<file path="config.mk">
export PLATFORM = sky130hd
export DESIGN_NAME = i2c_owner_arb
export DESIGN_NICKNAME = d
export VERILOG_FILES = /design/src/rtl/i2c_arb_pkg.sv /design/src/rtl/arb_prio_pick.sv /design/src/rtl/i2c_arb_fsm.sv /design/src/rtl/i2c_owner_arb.sv
export SDC_FILE = /design/constraint.sdc
export NUM_CORES = 1
export LEC_CHECK = 0
export CORE_MARGIN = 4
export CORE_UTILIZATION = 30
export DETAILED_ROUTE_END_ITERATION = 10
export DONT_BUFFER_PORTS = 1
export PLACE_DENSITY = 0.41
export SYNTH_ARGS = -nofsm -noshare
export SYNTH_HDL_FRONTEND = slang
export SYNTH_SLANG_ARGS = --single-unit
</file>
<file path="constraint.sdc">
create_clock -name clk -period 4.4 [get_ports clk]
set_input_delay 0.88 -clock clk [delete_from_list [all_inputs] [get_ports clk]]
set_output_delay 0.88 -clock clk [all_outputs]
set_load 0.01 [all_outputs]
</file>
<file path="src/rtl/i2c_arb_pkg.sv">
package i2c_arb_pkg;

    typedef enum logic [2:0] {
        ST_IDLE,
        ST_SW_HOLD,
        ST_SW_RUN,
        ST_HW_HOLD,
        ST_MCU_LOCK
    } arb_state_e;

    typedef enum logic [1:0] {
        OWN_NONE = 2'd0,
        OWN_SW   = 2'd1,
        OWN_HW   = 2'd2,
        OWN_MCU  = 2'd3
    } owner_e;

    localparam int AGENTS  = 3;
    // picker index order: lower index wins
    localparam int IDX_MCU = 0;
    localparam int IDX_HW  = 1;
    localparam int IDX_SW  = 2;

endpackage

</file>
<file path="src/rtl/arb_prio_pick.sv">
module arb_prio_pick #(
    parameter int N = 3
) (
    input  logic [N-1:0] req,
    output logic [N-1:0] gnt
);
    logic [N:0] seen;

    assign seen[0] = 1'b0;

    genvar i;
    generate
        for (i = 0; i < N; i++) begin : g_pick
            assign gnt[i]    = req[i] & ~seen[i];
            assign seen[i+1] = seen[i] | req[i];
        end
    endgenerate
endmodule

</file>
<file path="src/rtl/i2c_arb_fsm.sv">
module i2c_arb_fsm
    import i2c_arb_pkg::*;
(
    input  logic              clk,
    input  logic              rst_n,
    input  logic              sw_claim,
    input  logic              sw_free,
    input  logic              sw_go,
    input  logic              hw_req,
    input  logic              hw_go,
    input  logic              mcu_req,
    input  logic              mcu_go,
    input  logic              hw_prio_high,
    input  logic              no_queue_go,
    input  logic              eng_done,
    input  logic [AGENTS-1:0] pick,
    output logic [1:0]        owner,
    output logic [2:0]        grant,
    output logic              sw_denied,
    output logic              eng_go,
    output logic              eng_abort,
    output logic              eng_soft_rst,
    output logic              stat_rst,
    output logic              go_reject
);
    arb_state_e state_q, state_d;
    logic       rerun_q, rerun_d;
    logic       go_d, abort_d, srst_d, strst_d, rej_d;
    logic       let_go;
    logic       preempt;

    function automatic arb_state_e pick_state(input logic [AGENTS-1:0] g, input logic p);
        if (g[IDX_MCU])     return ST_MCU_LOCK;
        else if (g[IDX_HW]) return ST_HW_HOLD;
        else if (g[IDX_SW]) return p ? ST_SW_RUN : ST_SW_HOLD;
        else                return ST_IDLE;
    endfunction

    assign let_go  = sw_free & ~sw_claim;
    assign preempt = hw_req & hw_prio_high;

    // next state and strobe decisions
    always_comb begin
        state_d = state_q;
        rerun_d = rerun_q;
        go_d    = 1'b0;
        abort_d = 1'b0;
        srst_d  = 1'b0;
        strst_d = 1'b0;
        rej_d   = 1'b0;
        unique case (state_q)
            ST_IDLE: begin
                if (let_go) strst_d = 1'b1;
                if (sw_go)  rej_d   = 1'b1;
                state_d = pick_state(pick, rerun_q);
                if (state_d == ST_SW_RUN) begin
                    go_d    = 1'b1;
                    rerun_d = 1'b0;
                end
            end
            ST_SW_HOLD: begin
                if (let_go) begin
                    srst_d  = 1'b1;
                    strst_d = 1'b1;
                    state_d = ST_IDLE;
                end else if (preempt) begin
                    rerun_d = sw_go & sw_claim;
                    state_d = ST_HW_HOLD;
                end else if (sw_go && sw_claim) begin
                    go_d    = 1'b1;
                    state_d = ST_SW_RUN;
                end else if (sw_go) begin
                    rej_d = 1'b1;
                end
            end
            ST_SW_RUN: begin
                if (sw_go) rej_d = 1'b1;
                if (let_go) begin
                    srst_d  = 1'b1;
                    strst_d = 1'b1;
                    state_d = ST_IDLE;
                end else if (eng_done) begin
                    state_d = ST_SW_HOLD;
                end else if (preempt) begin
                    abort_d = 1'b1;
                    rerun_d = 1'b1;
                    state_d = ST_HW_HOLD;
                end
            end
            ST_HW_HOLD: begin
                if (let_go) begin
                    strst_d = 1'b1;
                    rerun_d = 1'b0;
                end else if (sw_go) begin
                    if (sw_claim && !no_queue_go) rerun_d = 1'b1;
                    else                          rej_d   = 1'b1;
                end
                if (hw_go && hw_req) go_d = 1'b1;
                if (!hw_req) begin
                    state_d = pick_state(pick, rerun_d);
                    if (state_d == ST_SW_RUN) begin
                        go_d    = 1'b1;
                        rerun_d = 1'b0;
                    end
                end
            end
            ST_MCU_LOCK: begin
                if (let_go) begin
                    strst_d = 1'b1;
                    rerun_d = 1'b0;
                end
                if (sw_go) rej_d = 1'b1;
                if (mcu_go && mcu_req) go_d = 1'b1;
                if (!mcu_req) begin
                    state_d = pick_state(pick, rerun_d);
                    if (state_d == ST_SW_RUN) begin
                        go_d    = 1'b1;
                        rerun_d = 1'b0;
                    end
                end
            end
            default: state_d = ST_IDLE;
        endcase
        if (!sw_claim) rerun_d = 1'b0;
    end

    // state register and registered strobes
    always_ff @(posedge clk or negedge rst_n) begin
        if (!rst_n) begin
            state_q      <= ST_IDLE;
            rerun_q      <= 1'b0;
            eng_go       <= 1'b0;
            eng_abort    <= 1'b0;
            eng_soft_rst <= 1'b0;
            stat_rst     <= 1'b0;
            go_reject    <= 1'b0;
        end else begin
            state_q      <= state_d;
            rerun_q      <= rerun_d;
            eng_go       <= go_d;
            eng_abort    <= abort_d;
            eng_soft_rst <= srst_d;
            stat_rst     <= strst_d;
            go_reject    <= rej_d;
        end
    end

    // owner decode
    always_comb begin
        owner = OWN_NONE;
        grant = 3'b000;
        unique case (state_q)
            ST_IDLE:     begin owner = OWN_NONE; grant = 3'b000; end
            ST_SW_HOLD,
            ST_SW_RUN:   begin owner = OWN_SW;   grant = 3'b001; end
            ST_HW_HOLD:  begin owner = OWN_HW;   grant = 3'b010; end
            ST_MCU_LOCK: begin owner = OWN_MCU;  grant = 3'b100; end
            default:     begin owner = OWN_NONE; grant = 3'b000; end
        endcase
        sw_denied = (state_q == ST_MCU_LOCK) && sw_claim;
    end
endmodule

</file>
<file path="src/rtl/i2c_owner_arb.sv">
module i2c_owner_arb
    import i2c_arb_pkg::*;
(
    input  logic       clk,
    input  logic       rst_n,
    input  logic       sw_claim,
    input  logic       sw_free,
    input  logic       sw_go,
    input  logic       hw_req,
    input  logic       hw_go,
    input  logic       mcu_req,
    input  logic       mcu_go,
    input  logic       hw_prio_high,
    input  logic       no_queue_go,
    input  logic       eng_done,
    output logic [1:0] owner,
    output logic [2:0] grant,
    output logic       sw_denied,
    output logic       eng_go,
    output logic       eng_abort,
    output logic       eng_soft_rst,
    output logic       stat_rst,
    output logic       go_reject
);
    logic [AGENTS-1:0] req_vec;
    logic [AGENTS-1:0] pick_vec;

    always_comb begin
        req_vec          = '0;
        req_vec[IDX_MCU] = mcu_req;
        req_vec[IDX_HW]  = hw_req;
        req_vec[IDX_SW]  = sw_claim;
    end

    arb_prio_pick #(.N(AGENTS)) u_pick (
        .req (req_vec),
        .gnt (pick_vec)
    );

    i2c_arb_fsm u_fsm (
        .clk          (clk),
        .rst_n        (rst_n),
        .sw_claim     (sw_claim),
        .sw_free      (sw_free),
        .sw_go        (sw_go),
        .hw_req       (hw_req),
        .hw_go        (hw_go),
        .mcu_req      (mcu_req),
        .mcu_go       (mcu_go),
        .hw_prio_high (hw_prio_high),
        .no_queue_go  (no_queue_go),
        .eng_done     (eng_done),
        .pick         (pick_vec),
        .owner        (owner),
        .grant        (grant),
        .sw_denied    (sw_denied),
        .eng_go       (eng_go),
        .eng_abort    (eng_abort),
        .eng_soft_rst (eng_soft_rst),
        .stat_rst     (stat_rst),
        .go_reject    (go_reject)
    );
endmodule

</file>
# == Yosys cells after proc, flatten, opt, wreduce, memory -nomap -nowiden ==
# Index checks and enable logic that the tools add are counted.
# op_classes
n_mux,71
bitwise,9
eq_ne,18
reduce_logical,12
# ops
operator,count
$mux W3,21
$mux W1,41
$eq A3 B2 Y1 const B,5
$pmux W3 S5,1
$ne A3 B2 Y1 const B,3
$ne A3 B3 Y1 const B,3
$pmux W3 S3,1
$reduce_and A7 Y1,1
$mux W2,3
$ne A6 B1 Y1 const B,1
$pmux W2 S3,1
$and A1 B1 Y1,5
$logic_and A1 B1 Y1,5
$pmux W1 S5,1
$reduce_or A5 Y1,1
$ne A2 B2 Y1 const B,2
$ne A4 B1 Y1 const B,1
$ne A4 B2 Y1 const B,1
$pmux W1 S4,1
$reduce_and A4 Y1,1
$eq A3 B1 Y1 const B,1
$eq A3 B3 Y1 const B,1
$logic_not A3 Y1,1
$not A1 Y1,3
other kinds (5),5
# word_totals
register_bits,9
output_inout_bits,11
word_cells,117

# == Depth between registers and ports, before layout ==
# Gate-level depths: netlist of run 1.
# logic_depth
word_depth,17
ltp_mapped,7

# == Cells and area by module ==
# A second synthesis of run 1 with hierarchy kept.
# hier_totals
cells_unflattened,99
hier_area_um2,755.7
# modules_own_cells
mod,area_per_inst_um2,seq_area_each_um2,cells_per_inst,instances
i2c_arb_fsm,729.4,225.2,96,1
arb_prio_pick,26.3,0.0,3,1

# == Worst setup path after synthesis of run 1 ==
# OpenSTA, ideal clock, no wires.
# synth_timing
path_type,in2out
from,in sw_claim
to,out sw_denied
stages,2
setup_slack_ns,2.189
required_ns,3.520
path_buffers,1
arrival_time_ns,1.331
path_cell_list,clkbuf_1 and2_1
# synth_via
elab_chain_cells,1
# synth_rtl
element,line_no,source
"start, declared",i2c_owner_arb.sv:6,"input logic sw_claim,"
$logic_and A1 B1 Y1,i2c_arb_fsm.sv:160,sw_denied = (state_q == ST_MCU_LOCK) && sw_claim;
"end, declared",i2c_owner_arb.sv:18,"output logic sw_denied,"
# No other way between the ends.

# == Worst setup path after layout of run 1 ==
# layout_timing
from,reg u_fsm.state_q[1]
to,out sw_denied
# layout_via
elab_chain_cells,2
# layout_rtl
element,line_no,source
"start, declared",i2c_arb_fsm.sv:26,"arb_state_e state_q, state_d;"
"start signal, assigned",i2c_arb_fsm.sv:138,state_q <= state_d;
$eq A3 B3 Y1,i2c_arb_fsm.sv:160,
$logic_and A1 B1 Y1,i2c_arb_fsm.sv:160,
# No other way between the ends.

==> results_dict.tcl, run 1 <==
set metrics [dict create \
    status "complete, no violations" \
    grt-ovfl-total 0 \
    grt_max_degree 16 \
    synth_async_sr_flop_share_pct 100.0 \
    grt_pass1_vias 663 \
    dp.cells 108 \
    clkSinkCount 9 \
    post_cts_resized 0 \
    worst_setup_path_start_kind "flop" \
    num_vias 672 \
    hold_class "in -> async" \
    synth_top_family_by_area "simple AND/OR/NAND/NOR gates" \
    syn_nets 98 \
    rsz0062_at_grt "false" \
    clk_latency_ns 0.26 \
    endpoint_kind "output pin" \
    globalplace.congestion 0.7886 \
    arrival_ns 1.54 \
    drc_errors 0 \
    wl_um 1985 \
    die_area_um2 3294 \
    final_cell_mix "9 x nand2_1, 9 x nor2_1, 9 x dfrtp_1" \
    cp.required_ns 3.52 \
    p_comb_share_pct 49.9 \
    ys.flop_type "dfrtp_1" \
    seqPwrFrac_pct 36.2 \
    yosys_warnings 0 \
    clk_pin_slew_ns 0.07 \
    p_sw_uw 220.6 \
    antenna_found_initial 0 \
    critPathBufInv 1 \
    synthSimpleGateAreaFrac_pct 29.91 \
    fin_area_um2 745.7 \
    path_delay_family "simple AND/OR/NAND/NOR gates" \
    dp_worst_setup_slack_ns 2.281 \
    grt_pass1_wl_um 3277 \
    cts-root-buf "clkbuf_4" \
    cts_tree "done" \
    synth_area_um2 732.0 \
    slew_violations 0 \
    leakage_uw 0.0003126 \
    critical_path_class "reg -> out" \
    core_area_um2 2276 \
    r2r_start "u_fsm.state_q[1]" \
    seq_area_frac_synth_pct 30.77 \
    postPlaceCellArea_um2 719.4 \
    tns_ns 0 \
    postCtsHoldBufs 0 \
    synth_compound_area_share_pct 29.06 \
    worstPathMaxFanout 13 \
    sw_frac_of_total_pct 47.79 \
    first_iter_violations 39 \
    drive_above_1_share_pct 16.67 \
    clock_skew_ns 0.008241 \
    path_cells "nor2_2, nand2_4, inv_2, and2_1" \
    crit_start "u_fsm.state_q[1]" \
    multi_input_area_um2 441.7 \
    cap_violations 0 \
    vdd_drop_max_mv 0.2166 \
    die_h_um 57.40 \
    cts_max_path_buffers 2 \
    htree_levels 1 \
    hold_violations 0 \
    power-per-cell-area_nw_per_um2 619.1 \
    post_cts_buffers 0 \
    initial_core_util_pct 32.16 \
    hold_ws_ns 0.3061 \
    fin_crit_ns 2.417 \
    ys_ff_latch 9 \
    cp_slowest_stage_delay_ns 0.53 \
    timing.slew.headroom_pct 67.08 \
    fp.dieW_um 57.40 \
    synthAdderAreaFrac_pct 0 \
    wl_per_cell_um 17.72 \
    register_area_um2 225.2 \
    cp_slowest_cell "dfrtp_1" \
    fmax_mhz 413.7 \
    via_per_inst 6.000 \
    stdcell_count 112 \
    num_rows 17 \
    hpwl_um 1509 \
    io_buffer_count 0 \
    num_antenna_cells 0 \
    setup_viol 0 \
    final.setup.worst_slack_ns 1.983 \
    clock_power_share_pct 14.0 \
    syn_area_per_cell_um2 8.511 \
    first_pass_iters 4 \
    internal_power_uw 241.0 \
    tightest_slew_ns 0.4938 \
    synth-xor-area-share_pct 0 \
    syn_inst 86 \
    synthMuxAreaShare_pct 1.368 \
    fillers 227 \
    cts_buffers 3 \
    syn2layout_area_growth_pct 1.880 \
    period_share_pct 54.94 \
    drt.antenna.violating_nets 0 \
    grt_usage_pct 12.66 \
    ioPinCount 23 \
    yosys.cell_types.count 46 \
    nets 97 \
    synth-edff-count 0 \
]
per-layer routing:
layer / track usage, % / wire (um)
met1: 17.62 / 856
met2: 16.77 / 862
met3: 3.394 / 210
met4: 8.278 / 56
met5: 0 / 0
worst paths after layout:
path | end | slack [ns] | cells after the start
max reg2reg | u_fsm.state_q[0] | 2.51 | 7
min in group clk | u_fsm.rerun_q | 0.67 | 2
max | sw_denied | 1.98 | 4
max in group asynchronous | u_fsm.rerun_q | 4.02 | 0
min | u_fsm.go_reject | 0.31 | 0
min reg2reg | u_fsm.rerun_q | 0.67 | 2
through the flow:
stage / total power (uW) / util, %
finish: 461.7 / 32.77
detailed placement: 397.7 / 31.61
floorplan: 373.5 / -
global route: 498.6 / 32.77
global placement: 403.0 / 31.61
CTS: 463.6 / 32.77
power by group through the flow:
stage	Combinational [uW]	Sequential (uW)	Clock (uW)
global placement	235	168	0
global route	255	174	69.8
CTS	232	167	65.4
finish	230	167	64.6
floorplan	243	130	0
detailed placement	230	168	0
area by class of cell:
type	instances	share of cell area, %
clock buffers	4	3.523
well taps	28	4.698
multi-input cells	67	59.23
flip-flops and latches	9	30.20
inverters	4	2.349
Yosys cell counts, drive strengths merged, types with 2 or more instances:
library cell,number,area share [%]
inv,4,2.4
a31oi,2,3.8
and3,2,1.9
nor2b,2,1.7
nand2,10,6.2
clkbuf,3,2.9
a22o,3,3.6
or2,2,2.1
buf,2,2.1
nor2,10,5.5
o31ai,2,2.1
a21oi,6,4.1
nand3,2,1.4
nand2b,2,1.7
nor3,2,1.4
nand4b,2,2.4
dfrtp,9,31
kinds of logic after synthesis:
group,count (synthesis)
buffers and inverters,10
muxes,1
DFF,9
and+or+nand+nor,40
AOI/OAI and AO/OA,26
state kept, by name, summed over array words and instances (netlist names):
register / cells
u_fsm.go_reject: 1
u_fsm.eng_soft_rst: 1
u_fsm.eng_go: 1
u_fsm.state_q: 3
u_fsm.eng_abort: 1
u_fsm.rerun_q: 1
u_fsm.stat_rst: 1
No activity file was read; power rests on OpenSTA's default activity.
==> run 2: changes to the inputs <==
- PLACE_DENSITY: 0.41 -> 0.42
- clock period: 4.4 -> 2 ns (I/O delays scaled with it)
==> run 2 against run 1 <==
Against the previous run: via count is 2.5% lower; clock power is 130% higher; hold slack worse by 0.088 ns; count of clock-buffer cells in the layout stayed put; register-to-register slack worse by 2.3 ns; power is 130% higher.
==> results_dict.tcl, run 2 (synthesized netlist as in run 1, its figures left out) <==
set metrics [dict create \
    cp_slowest_cell "dfrtp_1" \
    fin_area_um2 775.7 \
    antenna_found_initial 0 \
    die_h_um 57.40 \
    num_rows 17 \
    status "complete, no violations" \
    cp_slowest_stage_delay_ns 0.54 \
    slew_violations 0 \
    cap_violations 0 \
    cts_tree "done" \
    tns_ns 0 \
    power-per-cell-area_nw_per_um2 1371 \
    core_area_um2 2276 \
    drc_errors 0 \
    endpoint_kind "output pin" \
    clock_skew_ns 0.008678 \
    first_pass_iters 4 \
    grt_pass1_wl_um 3277 \
    htree_levels 1 \
    cp.required_ns 1.60 \
    via_per_inst 5.696 \
    multi_input_area_um2 446.7 \
    hold_class "in -> reg" \
    arrival_ns 1.48 \
    period_share_pct 94.04 \
    fin_crit_ns 1.881 \
    vdd_drop_max_mv 0.4344 \
    hold_ws_ns 0.2177 \
    timing.slew.headroom_pct 70.30 \
    hold_violations 0 \
    grt_usage_pct 12.82 \
    setup_viol 0 \
    initial_core_util_pct 32.16 \
    syn2layout_area_growth_pct 5.983 \
    cts_buffers 3 \
    critical_path_class "reg -> out" \
    die_area_um2 3294 \
    grt_pass1_vias 653 \
    register_area_um2 225.2 \
    clk_pin_slew_ns 0.07 \
    num_antenna_cells 0 \
    nets 100 \
    io_buffer_count 0 \
    clk_latency_ns 0.27 \
    drt.antenna.violating_nets 0 \
    top_register "u_fsm.state_q" \
    cts-root-buf "clkbuf_4" \
    wl_per_cell_um 17.40 \
    path_delay_family "flip-flops" \
    globalplace.congestion 0.8141 \
    largest_register_ffs 3 \
    finalPower_uw 1064 \
    hpwl_um 1517 \
    stdcell_count 115 \
    critPathBufInv 1 \
    leakage_uw 0.0003282 \
    postPlaceCellArea_um2 734.5 \
    cts_max_path_buffers 2 \
    dp.cells 110 \
    num_vias 655 \
    worstPathMaxFanout 13 \
    tightest_slew_ns 0.4440 \
    fillers 238 \
    worst_setup_path_start_kind "flop" \
    first_iter_violations 15 \
    clkSinkCount 9 \
    rsz0062_at_grt "false" \
    ioPinCount 23 \
    grt_max_degree 16 \
    grt-ovfl-total 0 \
    final_cell_mix "9 x nand2_1, 9 x nor2_1, 9 x dfrtp_1" \
    path_cells "nor2_4, nand2_4, inv_2, and2_1" \
    fp.dieW_um 57.40 \
    drive_above_1_share_pct 18.39 \
    fmax_mhz 531.7 \
    post_cts_buffers 0 \
    wl_um 2001 \
]
run 2: final cells by class:
cell class	count	area share [%]
clock buffers	4	3.387
inverters	4	2.258
multi-input cells	67	57.58
flip-flops and latches	9	29.03
well taps	28	4.516
repair buffers	3	3.226
run 2: metal layers:
layer / vias to the layer above / wire [um] / GRT usage, %
li1: 317 / - / -
met1: 309 / 881 / 15.65
met2: 27 / 920 / 19.68
met3: 2 / 171 / 5.204
met4: 0 / 27 / 5.629
met5: - / 0 / 0
run 2: per-stage QoR:
step,utilization [%],setup slack [ns]
6_report,34.08,0.1193
5_1_grt,34.08,0.03514
4_1_cts,33.86,0.04916
3_5_place_dp,32.27,0.1538
3_3_place_gp,32.27,0.1885
2_1_floorplan,-,0.5255
run 2: final timing paths:
kind / startpoint / to / slack, ns / cells after the start
worst max-delay path: u_fsm.state_q[1] / sw_denied / 0.12 / 4
min in group asynchronous: rst_n / u_fsm.state_q[1] / 0.50 / 1
max in group asynchronous: rst_n / u_fsm.eng_soft_rst / 1.18 / 1
worst min-delay path: eng_done / u_fsm.eng_abort / 0.22 / 1
worst min register to register: u_fsm.rerun_q / u_fsm.rerun_q / 0.67 / 2
worst max register to register: u_fsm.state_q[1] / u_fsm.state_q[0] / 0.16 / 7
run 2: timing repair:
item | 4_1_cts | 5_1_grt
gates resized for setup | 0 | 1
endpoints found under the hold margin | 9 | 0
endpoints found under the setup margin | 0 | 1
hold buffers | 1 | 0
run 2: report_power, final:
part           switching (uW)  internal, uW
Sequential                108           234
Combinational             323           248
Clock                    74.2          77.2
Total                     504           559
==> run 3: changes to the inputs <==
- DONT_BUFFER_PORTS: 1 -> not set
- PLACE_DENSITY: 0.42 -> 0.55
- REMOVE_ABC_BUFFERS: not set -> 1
- TNS_END_PERCENT: not set -> 20
==> run 3 against run 2 <==
Against the previous run: design area up 33%; via count up 16%; non-clock buffer count up 28; power up 17%; highest routed layer unchanged.
==> results_dict.tcl, run 3 (synthesized netlist as in run 1, its figures left out) <==
set metrics [dict create \
    clk_pin_slew_ns 0.07 \
    nets 128 \
    die_h_um 57.40 \
    grt_max_degree 11 \
    status "complete, no violations" \
    num_antenna_cells 0 \
    fillers 238 \
    fin_crit_ns 1.848 \
    wl_per_cell_um 13.78 \
    critPathBufInv 1 \
    first_pass_iters 5 \
    grt_usage_pct 12.57 \
    hpwl_um 1571 \
    cap_violations 0 \
    slew_violations 0 \
    final.setup.worst_slack_ns 0.1524 \
    path_cells "or2_4, nand3b_1, nand2_1, dlygate4sd2_1" \
    drt.antenna.violating_nets 0 \
    grt-ovfl-total 0 \
    path_delay_family "simple AND/OR/NAND/NOR gates" \
    critical_path_depth 4 \
    r2r_slack_ns 0.38 \
    cp.required_ns 1.60 \
    dp_worst_setup_slack_ns -0.0004117 \
    cts_tree "done" \
    htree_levels 1 \
    ioPinCount 23 \
    drc_errors 0 \
    vdd_drop_max_mv 0.4663 \
    timing.slew.headroom_pct 71.55 \
    wl_met1_um 927 \
    rr_worst_depth 6 \
    cts-root-buf "clkbuf_4" \
    final_cell_mix "16 x clkdlybuf4s50_1, 9 x nand2_1, 9 x nor2_1, 9 x buf_4, 8 x dfrtp_1" \
    tightest_slew_ns 0.4254 \
    leakage_uw 0.0004597 \
    wl_met3_um 57 \
    first_iter_violations 13 \
    fp.dieW_um 57.40 \
    globalplace.congestion 0.8003 \
    hold_violations 0 \
    critical_path_class "reg -> out" \
    core_area_um2 2276 \
    grt_pass1_vias 726 \
    clock_skew_ns 0.0004008 \
    grt_pass1_wl_um 3236 \
    dr_wl_met2_um 958 \
    worst_setup_path_start_kind "flop" \
    period_share_pct 92.38 \
    antenna_found_initial 0 \
    rsz0062_at_grt "false" \
    post_cts_buffers 0 \
    crit_start "u_fsm.state_q[1]" \
    cp_slowest_stage_delay_ns 0.44 \
    num_vias 762 \
    clkSinkCount 9 \
    routed.top_layer "met4" \
    power-per-cell-area_nw_per_um2 1203 \
    arrival_ns 1.45 \
    reg2reg_to "u_fsm.state_q[0]" \
    initial_core_util_pct 32.16 \
    cp_slowest_cell "dfrtp_2" \
    largest_register_ffs 3 \
    via_per_inst 5.329 \
    finalPower_uw 1245 \
    wl_um 1971 \
    cts_buffers 3 \
    io_buffer_count 22 \
    die_area_um2 3294 \
    r2r_start "u_fsm.state_q[2]" \
    top_register "u_fsm.state_q" \
    num_rows 17 \
    setup_viol 0 \
    cp-endpoint "owner[0]" \
    cts_max_path_buffers 2 \
    endpoint_kind "output pin" \
    hold_class "in -> async" \
    mostFrequentLayoutCell "clkdlybuf4s50_1" \
    syn2layout_area_growth_pct 41.37 \
    register_area_um2 226.5 \
    drive_above_1_share_pct 20.87 \
    clk_latency_ns 0.26 \
    fmax_mhz 541.2 \
    multi_input_area_um2 449.2 \
    worstPathMaxFanout 4 \
]
==> run 3: cell types whose count changed in the layout (fill, tap and decap cells not counted), sizes merged <==
cell	before	now
dlygate4sd3	1	0
buf	2	9
clkdlybuf4s50	0	16
dlygate4sd2	0	6
==> run 3: worst min path at each step <==
stage	slack, ns	cells after the start	to
after floorplan	0.10	0	u_fsm.eng_abort
after global placement	0.63	1	u_fsm.stat_rst
after detailed placement	0.62	1	u_fsm.stat_rst
after CTS	0.46	1	u_fsm.eng_soft_rst
after global routing	0.46	1	u_fsm.state_q[0]
final	0.44	1	u_fsm.eng_go
==> run 3: per-layer routing <==
layer | GRT usage [%] | up-vias
met5 | 0 | -
met4 | 5.960 | 0
met3 | 1.810 | 4
li1 | - | 375
met2 | 20.48 | 20
met1 | 16.15 | 363
==> run 3: timing repair <==
action | 4_1_cts | 5_1_grt
endpoints found under the setup margin | 6 | 2
hold buffers | 0 | 0
resized for setup | 7 | 2
gates cloned | 0 | 0
pin swaps | 0 | 1
hold endpoints to repair | 0 | 0
==> run 3: cell type report <==
type / count / area share (%)
clock buffers: 4 / 2.539
inverters: 4 / 1.693
multi-input cells: 67 / 43.41
flip-flops and latches: 9 / 21.89
well taps: 28 / 3.386
repair buffers: 31 / 27.09
==> run 3: per-stage QoR <==
step	area (um^2)	hold slack [ns]	utilization [%]	cells	TNS, ns
2_1_floorplan	684.4	0.1044	-	80	0
3_3_place_gp	1007	0.6259	44.26	139	0
3_5_place_dp	1007	0.6213	44.26	139	-0.0004117
4_1_cts	1031	0.4553	45.30	143	0
5_1_grt	1035	0.4605	45.46	143	0
6_report	1035	0.4361	45.46	143	0
==> run 3: where the power goes <==
group          internal [uW]  switching (uW)
logic                    396             399
registers                237            64.3
clock network           77.1            72.3
total                    710             536
==> run 3: worst reg2reg max path, stage by stage (launching register included) <==
cell     delay [ns]
dfrtp_1        0.49
or2_4          0.21
inv_4          0.05
a22o_1         0.22
a31oi_4        0.20
o41ai_1        0.11
a22o_1         0.23
